[config.mk]
export PLATFORM = sky130hd
export DESIGN_NAME = ctlg_guard
export DESIGN_NICKNAME = d
export VERILOG_FILES = /design/src/rtl/ctlg_pkg.sv /design/src/rtl/ctlg_frame.sv /design/src/rtl/ctlg_latch.sv /design/src/rtl/ctlg_store.sv /design/src/rtl/ctlg_guard.sv
export SDC_FILE = /design/constraint.sdc
export NUM_CORES = 1
export LEC_CHECK = 0
export BUFFER_PORTS_ARGS = -buffer_cell sky130_fd_sc_hd__buf_2
export CAP_MARGIN = 20
export CORE_MARGIN = 3
export CORE_UTILIZATION = 38
export CTS_CLUSTER_DIAMETER = 200
export DETAILED_ROUTE_END_ITERATION = 6
export PLACE_DENSITY = 0.59
export RECOVER_POWER = 50
export SYNTH_ARGS = -nofsm -noshare
export SYNTH_HDL_FRONTEND = slang
export SYNTH_SLANG_ARGS = --single-unit
[constraint.sdc]
create_clock -name clk -period 1.9 [get_ports clk]
set_input_delay 0.095 -clock clk [delete_from_list [all_inputs] [get_ports clk]]
set_output_delay 0.095 -clock clk [all_outputs]
set_load 0.01 [all_outputs]
[src/rtl/ctlg_pkg.sv]
package ctlg_pkg;

   typedef enum logic [2:0] {
      F_IDLE,
      F_SLV,
      F_ADR,
      F_DAT,
      F_HELD,
      F_DEAD,
      F_RD
   } frame_e;

   typedef struct packed {
      logic [1:0] wd;
      logic [2:0] bp;
   } cfg_t;

   localparam logic [2:0] CMD_STORE = 3'b000;
   localparam logic [2:0] CMD_WEL   = 3'b001;
   localparam logic [2:0] CMD_RWEL  = 3'b011;

endpackage

[src/rtl/ctlg_frame.sv]
module ctlg_frame
   import ctlg_pkg::*;
#(
   parameter int              ADDR_W   = 9,
   parameter logic [3:0]      PREAMBLE = 4'b1011,
   parameter logic [ADDR_W-1:0] REG_ADDR = 9'h1FF
) (
   input  logic       clk,
   input  logic       rst_n,
   input  logic       ev_start,
   input  logic       ev_stop,
   input  logic       ev_byte,
   input  logic [7:0] rx_byte,
   input  logic       busy,
   output logic       ack_vld,
   output logic       ack,
   output logic       commit,
   output logic       abort,
   output logic [7:0] data_q
);

   localparam int HI_W = ADDR_W - 8;
   localparam int HQ_W = (HI_W > 0) ? HI_W : 1;

   if (ADDR_W < 8 || ADDR_W > 11) begin : g_bad_addr_w
      $error("ctlg_frame: ADDR_W must lie in 8..11");
   end

   frame_e          st;
   logic [HQ_W-1:0] hi_q;
   logic [HQ_W-1:0] slv_hi;
   logic            addr_hit;
   logic            slv_hit;

   if (HI_W == 0) begin : g_flat
      assign slv_hi   = '0;
      assign addr_hit = (rx_byte == REG_ADDR[7:0]);
   end else begin : g_paged
      assign slv_hi   = rx_byte[HI_W:1];
      assign addr_hit = ({hi_q[HI_W-1:0], rx_byte} == REG_ADDR);
   end

   assign slv_hit = (rx_byte[7:4] == PREAMBLE) && !busy;

   always_ff @(posedge clk or negedge rst_n) begin
      if (!rst_n) begin
         st      <= F_IDLE;
         ack_vld <= 1'b0;
         ack     <= 1'b0;
         commit  <= 1'b0;
         abort   <= 1'b0;
         data_q  <= '0;
         hi_q    <= '0;
      end else begin
         ack_vld <= 1'b0;
         ack     <= 1'b0;
         commit  <= 1'b0;
         abort   <= 1'b0;
         if (ev_start) begin
            abort <= (st == F_HELD);
            st    <= F_SLV;
         end else if (ev_stop) begin
            commit <= (st == F_HELD);
            st     <= F_IDLE;
         end else if (ev_byte) begin
            case (st)
               F_SLV: begin
                  ack_vld <= 1'b1;
                  ack     <= slv_hit;
                  hi_q    <= slv_hi;
                  if (!slv_hit)        st <= F_DEAD;
                  else if (rx_byte[0]) st <= F_RD;
                  else                 st <= F_ADR;
               end
               F_ADR: begin
                  ack_vld <= 1'b1;
                  ack     <= addr_hit;
                  st      <= addr_hit ? F_DAT : F_DEAD;
               end
               F_DAT: begin
                  ack_vld <= 1'b1;
                  ack     <= 1'b1;
                  data_q  <= rx_byte;
                  st      <= F_HELD;
               end
               F_HELD: begin
                  ack_vld <= 1'b1;
                  ack     <= 1'b0;
                  abort   <= 1'b1;
                  st      <= F_DEAD;
               end
               default: st <= st;
            endcase
         end
      end
   end

endmodule

[src/rtl/ctlg_latch.sv]
module ctlg_latch
   import ctlg_pkg::*;
(
   input  logic       clk,
   input  logic       rst_n,
   input  logic       commit,
   input  logic       abort,
   input  logic [2:0] cmd,
   input  logic       store_done,
   output logic       wel,
   output logic       rwel,
   output logic       store_go
);

   assign store_go = commit && (cmd == CMD_STORE) && wel && rwel;

   always_ff @(posedge clk or negedge rst_n) begin
      if (!rst_n) begin
         wel  <= 1'b0;
         rwel <= 1'b0;
      end else if (abort || store_done) begin
         wel  <= 1'b0;
         rwel <= 1'b0;
      end else if (commit) begin
         case (cmd)
            CMD_WEL:  wel <= 1'b1;
            CMD_RWEL: if (wel) rwel <= 1'b1;
            default:  ;
         endcase
      end
   end

endmodule

[src/rtl/ctlg_store.sv]
module ctlg_store
   import ctlg_pkg::*;
#(
   parameter int   STORE_CYCLES = 20,
   parameter cfg_t RST_CFG      = 5'b01_000
) (
   input  logic clk,
   input  logic rst_n,
   input  logic store_go,
   input  cfg_t new_cfg,
   output logic busy,
   output logic store_done,
   output cfg_t cfg_q
);

   localparam int CNT_W = $clog2(STORE_CYCLES + 1);

   if (STORE_CYCLES < 2) begin : g_bad_cycles
      $error("ctlg_store: STORE_CYCLES must be at least 2");
   end

   logic [CNT_W-1:0] cnt;
   cfg_t             pend;

   assign busy       = (cnt != '0);
   assign store_done = (cnt == CNT_W'(1));

   always_ff @(posedge clk or negedge rst_n) begin
      if (!rst_n) begin
         cnt   <= '0;
         pend  <= RST_CFG;
         cfg_q <= RST_CFG;
      end else if (store_go) begin
         cnt  <= CNT_W'(STORE_CYCLES);
         pend <= new_cfg;
      end else if (busy) begin
         cnt <= cnt - CNT_W'(1);
         if (store_done) cfg_q <= pend;
      end
   end

endmodule

[src/rtl/ctlg_guard.sv]
module ctlg_guard
   import ctlg_pkg::*;
#(
   parameter int                STORE_CYCLES = 20,
   parameter int                ADDR_W       = 9,
   parameter logic [3:0]        PREAMBLE     = 4'b1011,
   parameter logic [ADDR_W-1:0] REG_ADDR     = 9'h1FF,
   parameter logic [1:0]        RST_WD       = 2'b01,
   parameter logic [2:0]        RST_BP       = 3'b000
) (
   input  logic       clk,
   input  logic       rst_n,
   input  logic       ev_start,
   input  logic       ev_stop,
   input  logic       ev_byte,
   input  logic [7:0] rx_byte,
   output logic       ack_vld,
   output logic       ack,
   output logic       busy,
   output logic [1:0] wd_q,
   output logic [2:0] bp_q,
   output logic [7:0] rd_byte
);

   localparam cfg_t RST_CFG = {RST_WD, RST_BP};

   logic       commit, abort, store_go, store_done, wel, rwel;
   logic [7:0] data_q;
   cfg_t       cfg_q;

   ctlg_frame #(
      .ADDR_W  (ADDR_W),
      .PREAMBLE(PREAMBLE),
      .REG_ADDR(REG_ADDR)
   ) u_frame (
      .clk     (clk),
      .rst_n   (rst_n),
      .ev_start(ev_start),
      .ev_stop (ev_stop),
      .ev_byte (ev_byte),
      .rx_byte (rx_byte),
      .busy    (busy),
      .ack_vld (ack_vld),
      .ack     (ack),
      .commit  (commit),
      .abort   (abort),
      .data_q  (data_q)
   );

   ctlg_latch u_latch (
      .clk       (clk),
      .rst_n     (rst_n),
      .commit    (commit),
      .abort     (abort),
      .cmd       (data_q[2:0]),
      .store_done(store_done),
      .wel       (wel),
      .rwel      (rwel),
      .store_go  (store_go)
   );

   ctlg_store #(
      .STORE_CYCLES(STORE_CYCLES),
      .RST_CFG     (RST_CFG)
   ) u_store (
      .clk       (clk),
      .rst_n     (rst_n),
      .store_go  (store_go),
      .new_cfg   (cfg_t'(data_q[7:3])),
      .busy      (busy),
      .store_done(store_done),
      .cfg_q     (cfg_q)
   );

   assign wd_q    = cfg_q.wd;
   assign bp_q    = cfg_q.bp;
   assign rd_byte = {cfg_q.wd, cfg_q.bp, 1'b0, rwel, wel};

endmodule

Yosys cells after proc, flatten, opt, wreduce, memory -nomap -nowiden
Cells that the tools add are included.
{"block": "op_classes", "addsub": 1, "n_eq_ne": 9, "muxes": 30, "n_bitwise": 3, "n_reduce_logical": 22}
{"cell": "$mux 1", "n": 20}
{"cell": "$mux 3", "n": 6}
{"cell": "$pmux 3 s4", "n": 1}
{"cell": "$mux 5", "n": 2}
{"cell": "$reduce_bool 2->1", "n": 5}
{"cell": "$eq 3x2->1 const B", "n": 3}
{"cell": "$eq 9x9->1 const B", "n": 1}
{"cell": "$reduce_and 4->1", "n": 2}
{"cell": "$eq 3x1->1 const B", "n": 2}
{"cell": "$reduce_and 3->1", "n": 2}
{"cell": "$reduce_bool 6->1", "n": 1}
{"cell": "$eq 5x1->1 const B", "n": 1}
{"cell": "$reduce_bool 5->1", "n": 1}
{"cell": "$sub 5x1->5 const B", "n": 1}
{"cell": "$eq 4x4->1 const B", "n": 1}
{"cell": "$logic_and 1x1->1", "n": 4}
{"cell": "$reduce_and 2->1", "n": 2}
{"cell": "$reduce_or 4->1", "n": 1}
{"cell": "$eq 3x3->1 const B", "n": 1}
{"cell": "$logic_not 3->1", "n": 1}
{"cell": "$not 1->1", "n": 3}
{"cell": "$pmux 1 s3", "n": 1}
{"cell": "$reduce_bool 3->1", "n": 1}
{"cell": "$logic_not 1->1", "n": 1}
{"cell": "$logic_or 1x1->1", "n": 1}
{"block": "word_totals", "reg_bits": 33, "inputBits": 13, "out_inout_bits": 16, "word_cells": 79}

Logic depth before layout (Yosys ltp)
Gate-level depths: netlist (run 1).
{"block": "logic_depth", "word_depth": 8, "depth_mapped": 7, "ltp_nobuf": 6}

Hierarchy
A second synthesis (run 1) with hierarchy kept.
{"block": "hier_totals", "hier_cells": 126, "area_unflattened_um2": 1570.3}
{"mod": "ctlg_frame", "n_inst": 1, "cells_each": 58, "area_per_inst_um2": 721.9, "seq_area_each_um2": 400.4}
{"mod": "ctlg_store", "n_inst": 1, "cells_each": 49, "area_per_inst_um2": 661.9, "seq_area_each_um2": 377.9}
{"mod": "ctlg_latch", "n_inst": 1, "cells_each": 10, "area_per_inst_um2": 122.6, "seq_area_each_um2": 50.0}
{"mod": "ctlg_guard", "n_inst": 1, "cells_each": 9, "area_per_inst_um2": 63.8, "seq_area_each_um2": 0.0}

Least setup slack after synthesis (run 1)
OpenSTA, ideal clock, no wires.
{"block": "synth_timing", "kind": "reg2reg", "from": "register u_store.cnt[0]", "to": "register u_frame.st[0]", "setup_time_ns": 0.126, "arrival_ns": 1.726, "required_time_ns": 1.774, "path_slack_ns": 0.047, "path_stages_with_launch": 7, "n_path_buf": 1, "period_less_slack_ns": 1.853, "cell_sequence": "dfrtp_1 > inv_1 > ha_1 > or4b_4 > buf_6 > nand4bb_4 > a311o_1"}
{"block": "synth_via", "elab_chain_len": 8}
{"element": "start: declaration", "line": "ctlg_store.sv:22", "source": "logic [CNT_W-1:0] cnt;"}
{"element": "start signal: assignment", "line": "ctlg_store.sv:34", "source": "cnt <= CNT_W'(STORE_CYCLES);"}
{"element": "start signal: assignment", "line": "ctlg_store.sv:37", "source": "cnt <= cnt - CNT_W'(1);"}
{"element": "$reduce_bool 5->1", "line": "ctlg_store.sv:25", "source": "assign busy = (cnt != '0);"}
{"element": "named net busy", "line": "ctlg_guard.sv:19", "source": "output logic busy,"}
{"element": "$logic_not 1->1", "line": "ctlg_frame.sv:43", "source": "assign slv_hit = (rx_byte[7:4] == PREAMBLE) && !busy;"}
{"element": "$logic_and 1x1->1", "line": "ctlg_frame.sv:43"}
{"element": "$mux 3", "line": "ctlg_frame.sv:71", "source": "if (!slv_hit) st <= F_DEAD;"}
{"element": "$pmux 3 s4", "line": "ctlg_frame.sv:66", "source": "case (st)"}
{"element": "$mux 3", "line": "ctlg_frame.sv:65", "source": "end else if (ev_byte) begin"}
{"element": "$mux 3", "line": "ctlg_frame.sv:62", "source": "end else if (ev_stop) begin"}
{"element": "$mux 3", "line": "ctlg_frame.sv:59", "source": "if (ev_start) begin"}
{"element": "end signal: assignment", "line": "ctlg_frame.sv:78", "source": "st <= addr_hit ? F_DAT : F_DEAD;"}
{"element": "end signal: assignment", "line": "ctlg_frame.sv:92", "source": "default: st <= st;"}
{"element": "end: declaration", "line": "ctlg_frame.sv:29", "source": "frame_e st;"}
The timed path passes the listed nets, and every way through them passes these cells. The select of a mux whose other input is x is not followed.
A chain may end at the register's enable or synchronous reset.

Worst setup path after layout (run 1)
{"block": "layout_timing", "from": "register u_store.cnt[0]", "to": "output port busy"}
{"block": "layout_via", "elab_chain_len": 1}
{"element": "$reduce_bool 5->1", "line": "ctlg_store.sv:25"}
{"element": "end: declaration", "line": "ctlg_guard.sv:19"}
No other way between the ends.

==> results of run 1 <==
## area by class of cell
type,instances,area [µm²]
fillers,349,1970
flip-flops and latches,33,828
multi-input cells,79,639
repair buffers,35,183
clock buffers,7,86.3
well taps,48,60.1
clock inverters,1,30.0
inverters,7,26.3
## how the worst max path moves through the flow
stage,from,end,slack (ns)
after detailed placement,u_store.cnt[1]$_DFFE_PN0P_,u_store.cfg_q[4]$_DFFE_PN0P_,0.05
after floorplan,u_store.cnt[0]$_DFFE_PN0P_,u_frame.st[0]$_DFFE_PN0P_,0.05
after global placement,u_store.cnt[0]$_DFFE_PN0P_,u_frame.st[0]$_DFFE_PN0P_,0.12
after CTS,u_store.cnt[0]$_DFFE_PN0P_,busy,0.003
after global routing,u_store.cnt[0]$_DFFE_PN0P_,busy,-0.02
final,u_store.cnt[0]$_DFFE_PN0P_,busy,0.06
## metal layers
metal  up-vias  part of all wire
met4         0             0.025
met5         -                 0
met2        19              0.50
met1       517              0.44
met3         8             0.034
li1        511                 -
## sequential cells by signal, indices dropped and copies added, names as in the netlist
register	flops
u_frame.hi_q	1
u_frame.abort	1
u_latch.wel	1
u_store.cnt	5
u_store.pend	5
u_store.cfg_q	5
u_frame.data_q	8
u_frame.ack_vld	1
u_frame.st	3
u_frame.ack	1
u_frame.commit	1
u_latch.rwel	1
## synth_stat cells (all sizes together), types with 2 or more instances
master / n
nor2: 7
nand4b: 2
clkbuf: 4
dfrtp: 31
nor2b: 4
nor4b: 2
ha: 3
xnor2: 3
nand3: 2
o21ai: 2
buf: 9
mux2: 19
nand2: 7
xor2: 2
nor3: 3
dfstp: 2
nand4: 2
inv: 7
## power breakdown
part / internal [mW] / switching (mW)
Combinational: 0.0368 / 0.0437
Clock: 0.427 / 0.244
Sequential: 0.718 / 0.0132
## stage by stage
| stage | setup TNS (ns) | setup slack (ns) | hold WS (ns) |
|---|---|---|---|
| 3_5_place_dp | 0 | 0.0540 | 0.200 |
| 4_1_cts | 0 | 0.00258 | 0.0434 |
| 3_3_place_gp | 0 | 0.119 | 0.193 |
| 5_1_grt | -0.0158 | -0.0158 | 0.0548 |
| 6_report | 0 | 0.0554 | 0.0555 |
| 2_1_floorplan | 0 | 0.0472 | -0.201 |
## what timing repair did
action                                  CTS  global route
setup buffers                             0             1
resized for setup                         0             4
hold endpoints to repair                 31             0
hold buffers                              1             0
endpoints found under the setup margin    0             8
## logic make-up (layout without fill, tap and decap cells)
family	after synthesis	after routing	share of synthesized area
AOI/OAI and AO/OA	11	11	0.0516
xor gates and xnor gates	5	5	0.0278
adders and majority gates	3	3	0.0238
buffers and inverters	20	50	0.0714
DFF	33	33	0.525
muxes	19	19	0.136
other	1	1	0.00238
and+or+nand+nor	40	40	0.162
## worst reg2reg max path, delay by kind of cell (launching register included)
kind                       cells  cell delay, ns
and+or+nand+nor                2            0.70
DFF                            1            0.41
adders and majority gates      1            0.19
buffers and inverters          1            0.08
AOI/OAI and AO/OA              1            0.32
==> run summary, run 1 <==
* finished, final reports clean — result of the run
* 3 — count of buffer and inverter cells on the critical path
* 2950 µm — Routed WL
* 1.48 mW — Overall Power
* output pin — CP endpoint kind
* 1.80 ns — data required time at the worst endpoint
* u_store.cnt[0]$_DFFE_PN0P_ — reg-to-reg critical path startpoint
* 5.02 — routed via count divided by cell count
* register to output pin — kind of critical path
* dfrtp_1 — most frequent standard cell in the layout excluding fill and tap cells
* 4960 µm² — Total Die Area
* 0 — Remaining Overflow, GRT
* ev_start — hold path startpoint
* 0.000504 V — IR drop worst, VDD
* 1850 µm² — summed area of non-filler cells in the final layout
* 0.07 ns — register clock-pin slew on the reported worst setup and hold paths
* 40 — count of unique library cells instantiated by Yosys
* dfrtp_1 — post-synthesis cell type with the largest combined area
* 55 — Detailed Route Iter0 Violations
* 0.131 — GRT Overall Usage
* 200 — Cell Count Post-Placement
* done — clock tree from TritonCTS
* 34 — largest net degree at the start of global routing
* 6 — Critical Path Fanout Max
* 0 — final number of max-transition violations
* 1.75 ns — Crit path arrival time
* 4 — First-pass DRT Iterations
* 0 — warnings from Yosys
* 29 — number of I/O pins
* 70.4 µm — die outline width
* 14.0 µm — WL/cell
* 2 — deepest level of the CTS H-tree
* 0.0417 — GR Util met3
* 0 — Finish-stage setup viols
* 1.00 — Async SR Flop Fraction
* 1580 µm² — summed instance area of the synthesized netlist
* 0.804 ns — slew of the pin with the lowest slew margin
* 0 — final number of hold-violating endpoints
* or4b_4 — standard cell with the maximum stage delay on the critical path
* 132 — Syn Inst Count
* 5040 µm — first-pass GRT wire length
* 0 — initial antenna violation count
* 0 — count of nets left with antenna violations after detail routing
* 1.84 ns — crit path time final
* 5 — number of CTS-inserted buffers
* 0.902 nW — Leak
* 0.207 — met2 GRT Util
* 0 — antenna diode count
* simple AND/OR/NAND/NOR gates — Top delay family on crit path
* 0.412 — starting density of the core
* 1730 µm² — placed cell area
* dfrtp_1 — Synth Flop Type
* 210 — non-filler instance count after layout
* 2 — maximum root-to-sink buffer count
* 0.525 — proportion of synthesized chip area in sequential cells
* 0 — number of enable-type register cells in the synthesized netlist
* 0.00351 ns — setup clock skew after layout
* 33 — clock tree sinks
* 0.484 — core occupancy in the finished layout
* 11.9 µm² — syn_area_per_cell
* met2 — most heavily used metal layer in global routing
* 27 — buffers added on ports
* 177 — number of nets in the final layout
* 0.158 — GR Layer Usage met1
* 0.971 — final cycle utilization of the critical path
* 0.464 — relative slew slack
* dfrtp_1 (49%), mux2_2 (14%), buf_4 (3.8%), dfstp_2 (3.3%), ha_1 (2.4%) — synth top area cells
* primary input to register — Tightest Hold Check Type
* 148 — Post-Syn Nets
* 0.28 ns — clock latency at the later pin of the worst-skew pair
* u_frame.commit$_DFF_PN0_ — end point of the most critical hold path
* inv_2 -> ha_2 -> or4b_4 -> buf_4 -> buf_2 — chain of cells forming the critical path
* 2150 µm — post-detail-place hpwl
* 1055 — number of vias in the routed layout
* 0.492 — share of the synthesized area in the top cell type
* 0.821 — final weighted congestion of routability-driven global placement
* 0.352 — fraction of layout instances using a drive strength above 1
* 0.09 ns — worst-case register-to-register setup slack
* 33 — Synth Register Bits
* 3830 µm² — core footprint
* 0.48 ns — maximum single-stage delay on the critical path
* register — element type at the critical path start
* 5 — path length in cells of the critical path
* dfrtp_1 (31), mux2_2 (19), buf_2 (14), clkbuf_1 (13) — top library cells by usage in the layout, fill and taps aside
* 0.542 GHz — Max Freq
* 1100 — via count of the first global-routing pass
* u_frame.st[0]$_DFFE_PN0P_ — worst reg2reg path endpoint
* 0 — max capacitance violation total
* 22 — number of placement rows
* 17.5% — area added between synthesis and finish
* 2 — cell depth of the worst min-delay path
* 0 — detailed-route DRC error count
* 70.4 µm — overall die height
* 800 nW/µm² — PD cells
* 5 — worst reg2reg path depth
* clkbuf_8 — clock root buffer
No activity file was read; power rests on OpenSTA's default activity.
==> run 2, diff against run 1 <==
clock period = 1.65 ns   (was 1.9 ns; I/O delays follow)
==> run 2 against run 1 <==
  * The flow now finishes with violations (negative setup slack)
  * Sequential share of layout area decreased by 3.9 points
  * Routed wire length grew 9.0%
  * Worst hold slack got worse by 0.022 ns
  * Sequential power grew 15%
  * Non-clock buffer count grew 13
  * Clock power up 16%
  * Power rose by 16%
  * Flip-flop and latch count is the same
  * Worst setup slack got worse by 0.17 ns
  * Die area did not move
  * Via count is 5.2% higher
  * Largest cell class unchanged
==> run summary, run 2 (synthesized netlist as in run 1, its figures left out) <==
* 3 — Critical Path Fanout Max, was 6
* 0.423 — fraction of layout instances using a drive strength above 1, was 0.352
* 4960 µm² — Total Die Area, unchanged
* complete, but fails checks — result of the run, was finished, final reports clean
* 0.00836 ns — setup clock skew after layout, was 0.00351 ns
* 70.4 µm — die outline width, unchanged
* 0.144 — GRT Overall Usage, was 0.131
* 3830 µm² — core footprint, unchanged
* 34 — largest net degree at the start of global routing, unchanged
* 1163 — via count of the first global-routing pass, was 1100
* primary input to register — Tightest Hold Check Type, unchanged
* 0.466 — relative slew slack, was 0.464
* simple AND/OR/NAND/NOR gates — Top delay family on crit path, unchanged
* yes — unrepaired setup endpoints after global routing
* done — clock tree from TritonCTS, unchanged
* 0.412 — starting density of the core, unchanged
* 0.992 nW — Leak, was 0.902 nW
* u_store.cnt[0]$_DFFE_PN0P_ — origin of the worst setup path, unchanged
* 0.48 ns — maximum single-stage delay on the critical path, about the same
* u_frame.data_q — most flop-heavy register, unchanged
* 4.98 — routed via count divided by cell count, was 5.02
* -0.185 ns — post-place setup slack, was 0.0540 ns
* 1.07 — final cycle utilization of the critical path
* 33 — clock tree sinks, unchanged
* 0.000710 V — IR drop worst, VDD, was 0.000504 V
* 0 — Remaining Overflow, GRT, unchanged
* 0.530 — core occupancy in the finished layout, was 0.484
* 0 — final number of max-transition violations, unchanged
* 14.4 µm — WL/cell, was 14.0 µm
* 1.76 ns — crit path time final
* 5540 µm — first-pass GRT wire length, was 5040 µm
* 0 — count of nets left with antenna violations after detail routing, unchanged
* inv_2 -> ha_4 -> or4b_4 -> nand4bb_4 -> a311o_1 — chain of cells forming the critical path, was inv_2 -> ha_2 -> or4b_4 -> buf_4 -> buf_2
* u_store.cnt[0]$_DFFE_PN0P_ — reg-to-reg critical path startpoint, unchanged
* ev_start — hold path startpoint, unchanged
* 3210 µm — Routed WL, was 2950 µm
* 10 — Finish-stage setup viols, was 0
* 22 — number of placement rows, unchanged
* 190 — number of nets in the final layout, was 177
* 848 nW/µm² — PD cells, was 800 nW/µm²
* dfrtp_1 (31), buf_4 (17), mux2_2 (14), clkbuf_1 (13), buf_2 (13) — top library cells by usage in the layout, fill and taps aside, was dfrtp_1 (31), mux2_2 (19), buf_2 (14), clkbuf_1 (13)
* 2300 µm — post-detail-place hpwl, was 2150 µm
* clkbuf_8 — clock root buffer, unchanged
* 0.29 ns — clock latency at the later pin of the worst-skew pair, was 0.28 ns
* 1.72 mW — Overall Power, was 1.48 mW
* 1 — count of buffer and inverter cells on the critical path, was 3
* 28.7% — area added between synthesis and finish, was 17.5%
* 0.791 — final weighted congestion of routability-driven global placement, was 0.821
* or4b_4 — standard cell with the maximum stage delay on the critical path, unchanged
* 0 — final number of hold-violating endpoints, unchanged
* register — element type at the critical path start, unchanged
* 8 — Largest register FFs, unchanged
* register — CP endpoint kind, was output pin
* 1.94 ns — Crit path arrival time, was 1.75 ns
* 0.800 ns — slew of the pin with the lowest slew margin, was 0.804 ns
* -0.110 ns — post-route worst setup slack, was 0.0554 ns
* 29 — number of I/O pins, unchanged
* 0 — detailed-route DRC error count, unchanged
* 4 — First-pass DRT Iterations, unchanged
* 0 — max capacitance violation total, unchanged
* 0.568 GHz — Max Freq
* 1.82 ns — data required time at the worst endpoint, was 1.80 ns
* 27 — buffers added on ports, unchanged
* 0 — antenna diode count, unchanged
* 0 — initial antenna violation count, unchanged
* 0.07 ns — register clock-pin slew on the reported worst setup and hold paths, about the same
* dfrtp_1 — most frequent standard cell in the layout excluding fill and tap cells, unchanged
* 5 — number of CTS-inserted buffers, unchanged
* negative setup slack — violated checks
* 1110 — number of vias in the routed layout, was 1055
* 55 — Detailed Route Iter0 Violations, unchanged
* 2 — maximum root-to-sink buffer count, unchanged
* register to register — kind of critical path, was register to output pin
* 70.4 µm — overall die height, unchanged
* 331 — number of filler instances in the final layout, was 349
* 2 — deepest level of the CTS H-tree, unchanged
==> run 2: changes by cell type in the layout (fill, tap and decap cells not counted), sizes merged <==
cell	delta
buf	+13
==> run 2: path summary, 6_finish.rpt <==
path,slack [ns],to,cells after the start
hold / removal,0.03,u_frame.commit$_DFF_PN0_,2
min in group asynchronous,0.43,u_store.cnt[3]$_DFFE_PN0P_,2
hold reg to reg,0.43,u_latch.wel$_DFFE_PN0P_,1
setup reg to reg,-0.11,u_frame.st[0]$_DFFE_PN0P_,5
setup / recovery,-0.11,u_frame.st[0]$_DFFE_PN0P_,5
max in group asynchronous,0.72,u_frame.ack_vld$_DFF_PN0_,2
==> run 2: power breakdown <==
group,internal [mW],switching (mW)
combinational,0.0459,0.0551
sequential,0.827,0.0116
clock,0.492,0.288
total,1.36,0.354
==> run 2: metal layers <==
layer,share of wire,global-route usage,vias up
met4,0.020,0.0745,0
li1,-,-,537
met3,0.047,0.0475,8
met2,0.50,0.221,22
met1,0.44,0.178,543
met5,0,0,-
==> run 2: worst register-to-register path: stages (launching register included) <==
cell       delay (ns)
dfrtp_1          0.40
inv_2            0.09
ha_4             0.13
or4b_4           0.48
nand4bb_4        0.22
a311o_1          0.33
==> run 2: layout make-up <==
type	instances	area, µm²	area share
clock buffers	7	86.3	0.0426
clock inverters	1	30.0	0.0148
inverters	7	26.3	0.0130
multi-input cells	79	699	0.345
flip-flops and latches	33	828	0.408
well taps	48	60.1	0.0296
repair buffers	48	298	0.147
==> run 2: repair_timing <==
item / CTS / global route
setup endpoints to repair: 10 / 22
pin swaps: 2 / 2
gates resized for setup: 10 / 5
setup buffers: 4 / 4
hold buffers: 1 / 0
hold endpoints to repair: 31 / 0
==> run 2: per-stage QoR <==
stage          cell area, µm²  instances  TNS, ns  hold WS [ns]
6_report                 2030        223   -0.493        0.0337
5_1_grt                  2030        223    -1.22        0.0372
4_1_cts                  1990        219   -0.387       0.00790
3_5_place_dp             1790        206   -0.991         0.188
3_3_place_gp             1790        206   -0.355         0.184
2_1_floorplan            1590        132   -0.891        -0.213
==> run 3, diff against run 2 <==
ABC_AREA = 1   (was not set)
==> run 3 against run 2 <==
  * The flow now finishes without violations
  * Combinational power up 8%
  * Clock power up 0.9%
  * Final area down 5.7%
  * Die area up 4.7%
  * Routed wire length down 4.1%
  * Fmax up 19%
  * Worst hold slack better by 0.0026 ns
  * Critical path type is now register to output pin
  * Highest routed layer unchanged
==> run summary, run 3 <==
* finished, final reports clean — result of the run, was complete, but fails checks
* nand2_1 (51), dfrtp_1 (31), inv_1 (18) — commonest cells in the synthesized netlist, was dfrtp_1 (31), mux2_2 (19), buf_4 (8)
* 1660 µm² — summed instance area of the synthesized netlist, was 1580 µm²
* 72.1 µm — die outline width, was 70.4 µm
* 673 µm² — multi-input combinational cell area, was 699 µm²
* 55 — Detailed Route Iter0 Violations, unchanged
* simple AND/OR/NAND/NOR gates — main combinational cell family by area after synthesis, unchanged
* 0 — detailed-route DRC error count, unchanged
* 0.165 ns — post-route worst setup slack, was -0.110 ns
* 2260 µm — post-detail-place hpwl, was 2300 µm
* 4 — First-pass DRT Iterations, unchanged
* u_frame.data_q — most flop-heavy register, unchanged
* 72.1 µm — overall die height, was 70.4 µm
* 23 — number of placement rows, was 22
* 0 — final number of hold-violating endpoints, unchanged
* 0 — number of enable-type register cells in the synthesized netlist, unchanged
* 4120 µm² — core footprint, was 3830 µm²
* 8 — Critical Path Fanout Max, was 3
* 2 — deepest level of the CTS H-tree, unchanged
* 0.138 — GRT Overall Usage, was 0.144
* 0.468 — share of the synthesized area in the top cell type, was 0.492
* 0 — max capacitance violation total, unchanged
* 0.900 — final cycle utilization of the critical path, was 1.07
* 0 — total setup buffers inserted after CTS, was 4
* done — clock tree from TritonCTS, unchanged
* dfrtp_1 — Synth Flop Type, unchanged
* 34 — largest net degree at the start of global routing, unchanged
* 0.241 — fraction of layout instances using a drive strength above 1, was 0.423
* 0.403 — starting density of the core, was 0.412
* 0 — Finish-stage setup viols, was 10
* 828 µm² — footprint of the flip-flops and latches, unchanged
* nand2_1 — library cell with the highest instance count after synthesis, was dfrtp_1
* 907 nW/µm² — PD cells, was 848 nW/µm²
* 0 — mux cell area share after synthesis, was 0.136
* 33 — clock tree sinks, unchanged
* 0.986 nW — Leak, was 0.992 nW
* output pin — CP endpoint kind, was register
* 0.000516 V — IR drop worst, VDD, was 0.000710 V
* 8 — Largest register FFs, unchanged
* 0 — final number of max-transition violations, unchanged
* 0.0868 — Compound-Gate Fraction of Synth Area, was 0.0516
* 424 — number of filler instances in the final layout, was 331
* 0.159 ns — post-place setup slack, was -0.185 ns
* no — unrepaired setup endpoints after global routing, was yes
* 0.823 ns — slew of the pin with the lowest slew margin, was 0.800 ns
* 5570 µm — first-pass GRT wire length, was 5540 µm
* 1.00 — Async SR Flop Fraction, unchanged
* 1246 — number of vias in the routed layout, was 1110
* 0 — count of nets left with antenna violations after detail routing, unchanged
* 3080 µm — Routed WL, was 3210 µm
* 0 — initial antenna violation count, unchanged
* 0.806 — final weighted congestion of routability-driven global placement, was 0.791
* register — element type at the critical path start, unchanged
* 1.57 ns — data required time at the worst endpoint, was 1.82 ns
* 33 — Synth Register Bits, unchanged
* 5 — number of CTS-inserted buffers, unchanged
* 2 — cell depth of the worst min-delay path, unchanged
* 1.40 ns — Crit path arrival time, was 1.94 ns
* primary input to register — Tightest Hold Check Type, unchanged
* 2 — maximum root-to-sink buffer count, unchanged
* dfrtp_1 (47%), nand2_1 (12%), nand3_1 (5.1%), nor2_4 (4.8%), inv_1 (4.1%) — synth top area cells, was dfrtp_1 (49%), mux2_2 (14%), buf_4 (3.8%), dfstp_2 (3.3%), ha_1 (2.4%)
* 15.3% — area added between synthesis and finish, was 28.7%
* 0 — antenna diode count, unchanged
* 11 — worst reg2reg path depth, was 5
* 0.0226 — Adder-Cell Fraction of Synth Area, was 0.0238
* 0.500 — proportion of synthesized chip area in sequential cells, was 0.525
* 0 — Post-Synth XOR/XNOR Area, was 0.0278
* 192 — Syn Inst Count, was 132
* 208 — Post-Syn Nets, was 148
* 0.673 GHz — Max Freq, was 0.568 GHz
* 0.28 ns — clock latency at the later pin of the worst-skew pair, was 0.29 ns
* 1224 — via count of the first global-routing pass, was 1163
* 4.61 — routed via count divided by cell count, was 4.98
* 0.00336 ns — setup clock skew after layout, was 0.00836 ns
* 29 — number of I/O pins, unchanged
* 5190 µm² — Total Die Area, was 4960 µm²
* 11.4 µm — WL/cell, was 14.4 µm
* clkbuf_8 — clock root buffer, unchanged
* 261 — Cell Count Post-Placement, was 206
* register to output pin — kind of critical path, was register to register
* 27 — buffers added on ports, unchanged
* 0 — Remaining Overflow, GRT, unchanged
* nand2_1 — most frequent standard cell in the layout excluding fill and tap cells, was dfrtp_1
* 0.07 ns — register clock-pin slew on the reported worst setup and hold paths, about the same
* 8.63 µm² — syn_area_per_cell, was 11.9 µm²
* nand2_1 (51), dfrtp_1 (31), buf_2 (20), inv_1 (18), nand3_1 (17) — top library cells by usage in the layout, fill and taps aside, was dfrtp_1 (31), buf_4 (17), mux2_2 (14), clkbuf_1 (13), buf_2 (13)
* 1.49 ns — crit path time final, was 1.76 ns
* 0 — warnings from Yosys, unchanged
* dfrtp_1 — post-synthesis cell type with the largest combined area, unchanged
* 0.451 — relative slew slack, was 0.466
* 0 ns — total negative setup slack, was -0.493 ns
* 235 — number of nets in the final layout, was 190
* 0.293 — simple-gate share of the synthesized area, was 0.162
* 270 — non-filler instance count after layout, was 223
* 29 — count of unique library cells instantiated by Yosys, was 40
## run 3: changes by cell type after synthesis, moves of 4 or more
| cell | delta |
|---|---|
| nand2_1 | +44 |
| mux2_2 | -19 |
| nand3_1 | +15 |
| inv_1 | +11 |
| a21oi_1 | +8 |
| nor2_4 | +7 |
| clkbuf_1 | -4 |
| nand2_2 | +4 |
| nor2b_1 | -4 |
## run 3: repair_timing
action                                  4_1_cts  5_1_grt
resized for setup                             0        1
hold buffers                                  1        0
endpoints found under the setup margin        0        1
hold endpoints to repair                     31        0
## run 3: report_power, final
group	internal (mW)	leakage [nW]	switching, mW
Combinational	0.0371	0.486	0.0722
Sequential	0.825	0.442	0.0130
Clock	0.492	0.0585	0.295
## run 3: cells by family after synthesis
logic type                 Yosys count
other                                1
AOI/OAI and AO/OA                   24
adders and majority gates            3
buffers and inverters               32
DFF                                 33
and+or+nand+nor                     99
## run 3: layer usage
layer	up-vias	wire (µm)	track usage	part of all wire
li1	658	-	-	-
met1	559	1600	0.192	0.52
met2	24	1300	0.201	0.42
met3	5	152	0.0526	0.049
met4	0	31	0.0376	0.010
met5	-	0	0	0
## run 3: path summary, 6_finish.rpt
path                                               from                            to  slack [ns]
max in group asynchronous                         rst_n       u_frame.abort$_DFF_PN0_        0.63
hold / removal                                 ev_start      u_frame.commit$_DFF_PN0_        0.04
setup reg to reg             u_store.cnt[0]$_DFFE_PN0P_     u_frame.st[0]$_DFFE_PN0P_        0.18
min in group asynchronous                         rst_n       u_latch.wel$_DFFE_PN0P_        0.51
hold reg to reg            u_store.cfg_q[3]$_DFFE_PN1P_  u_store.cfg_q[3]$_DFFE_PN1P_        0.47
setup / recovery             u_store.cnt[0]$_DFFE_PN0P_                          busy        0.16
## run 3: cell type report
type,count,area share
multi-input cells,127,0.352
clock inverters,1,0.0157
repair buffers,30,0.0779
inverters,22,0.0432
well taps,50,0.0327
flip-flops and latches,33,0.433
clock buffers,7,0.0452
## run 3: through the flow
step | total power [mW] | cell area [µm²] | utilization | hold WS (ns)
floorplan | 0.912 | 1660 | - | -0.213
global placement | 0.963 | 1790 | 0.436 | 0.141
detailed placement | 0.964 | 1790 | 0.436 | 0.138
CTS | 1.76 | 1920 | 0.467 | 0.0293
global route | 1.81 | 1910 | 0.465 | 0.0458
finish | 1.73 | 1910 | 0.465 | 0.0363
## run 3: worst max-delay path, cell delays in order (launching register included)
cell and delay, ns:
dfrtp_1 0.42, inv_1 0.10, ha_2 0.21, inv_2 0.06, nor2_4 0.09, nand2_4 0.09, buf_2 0.15
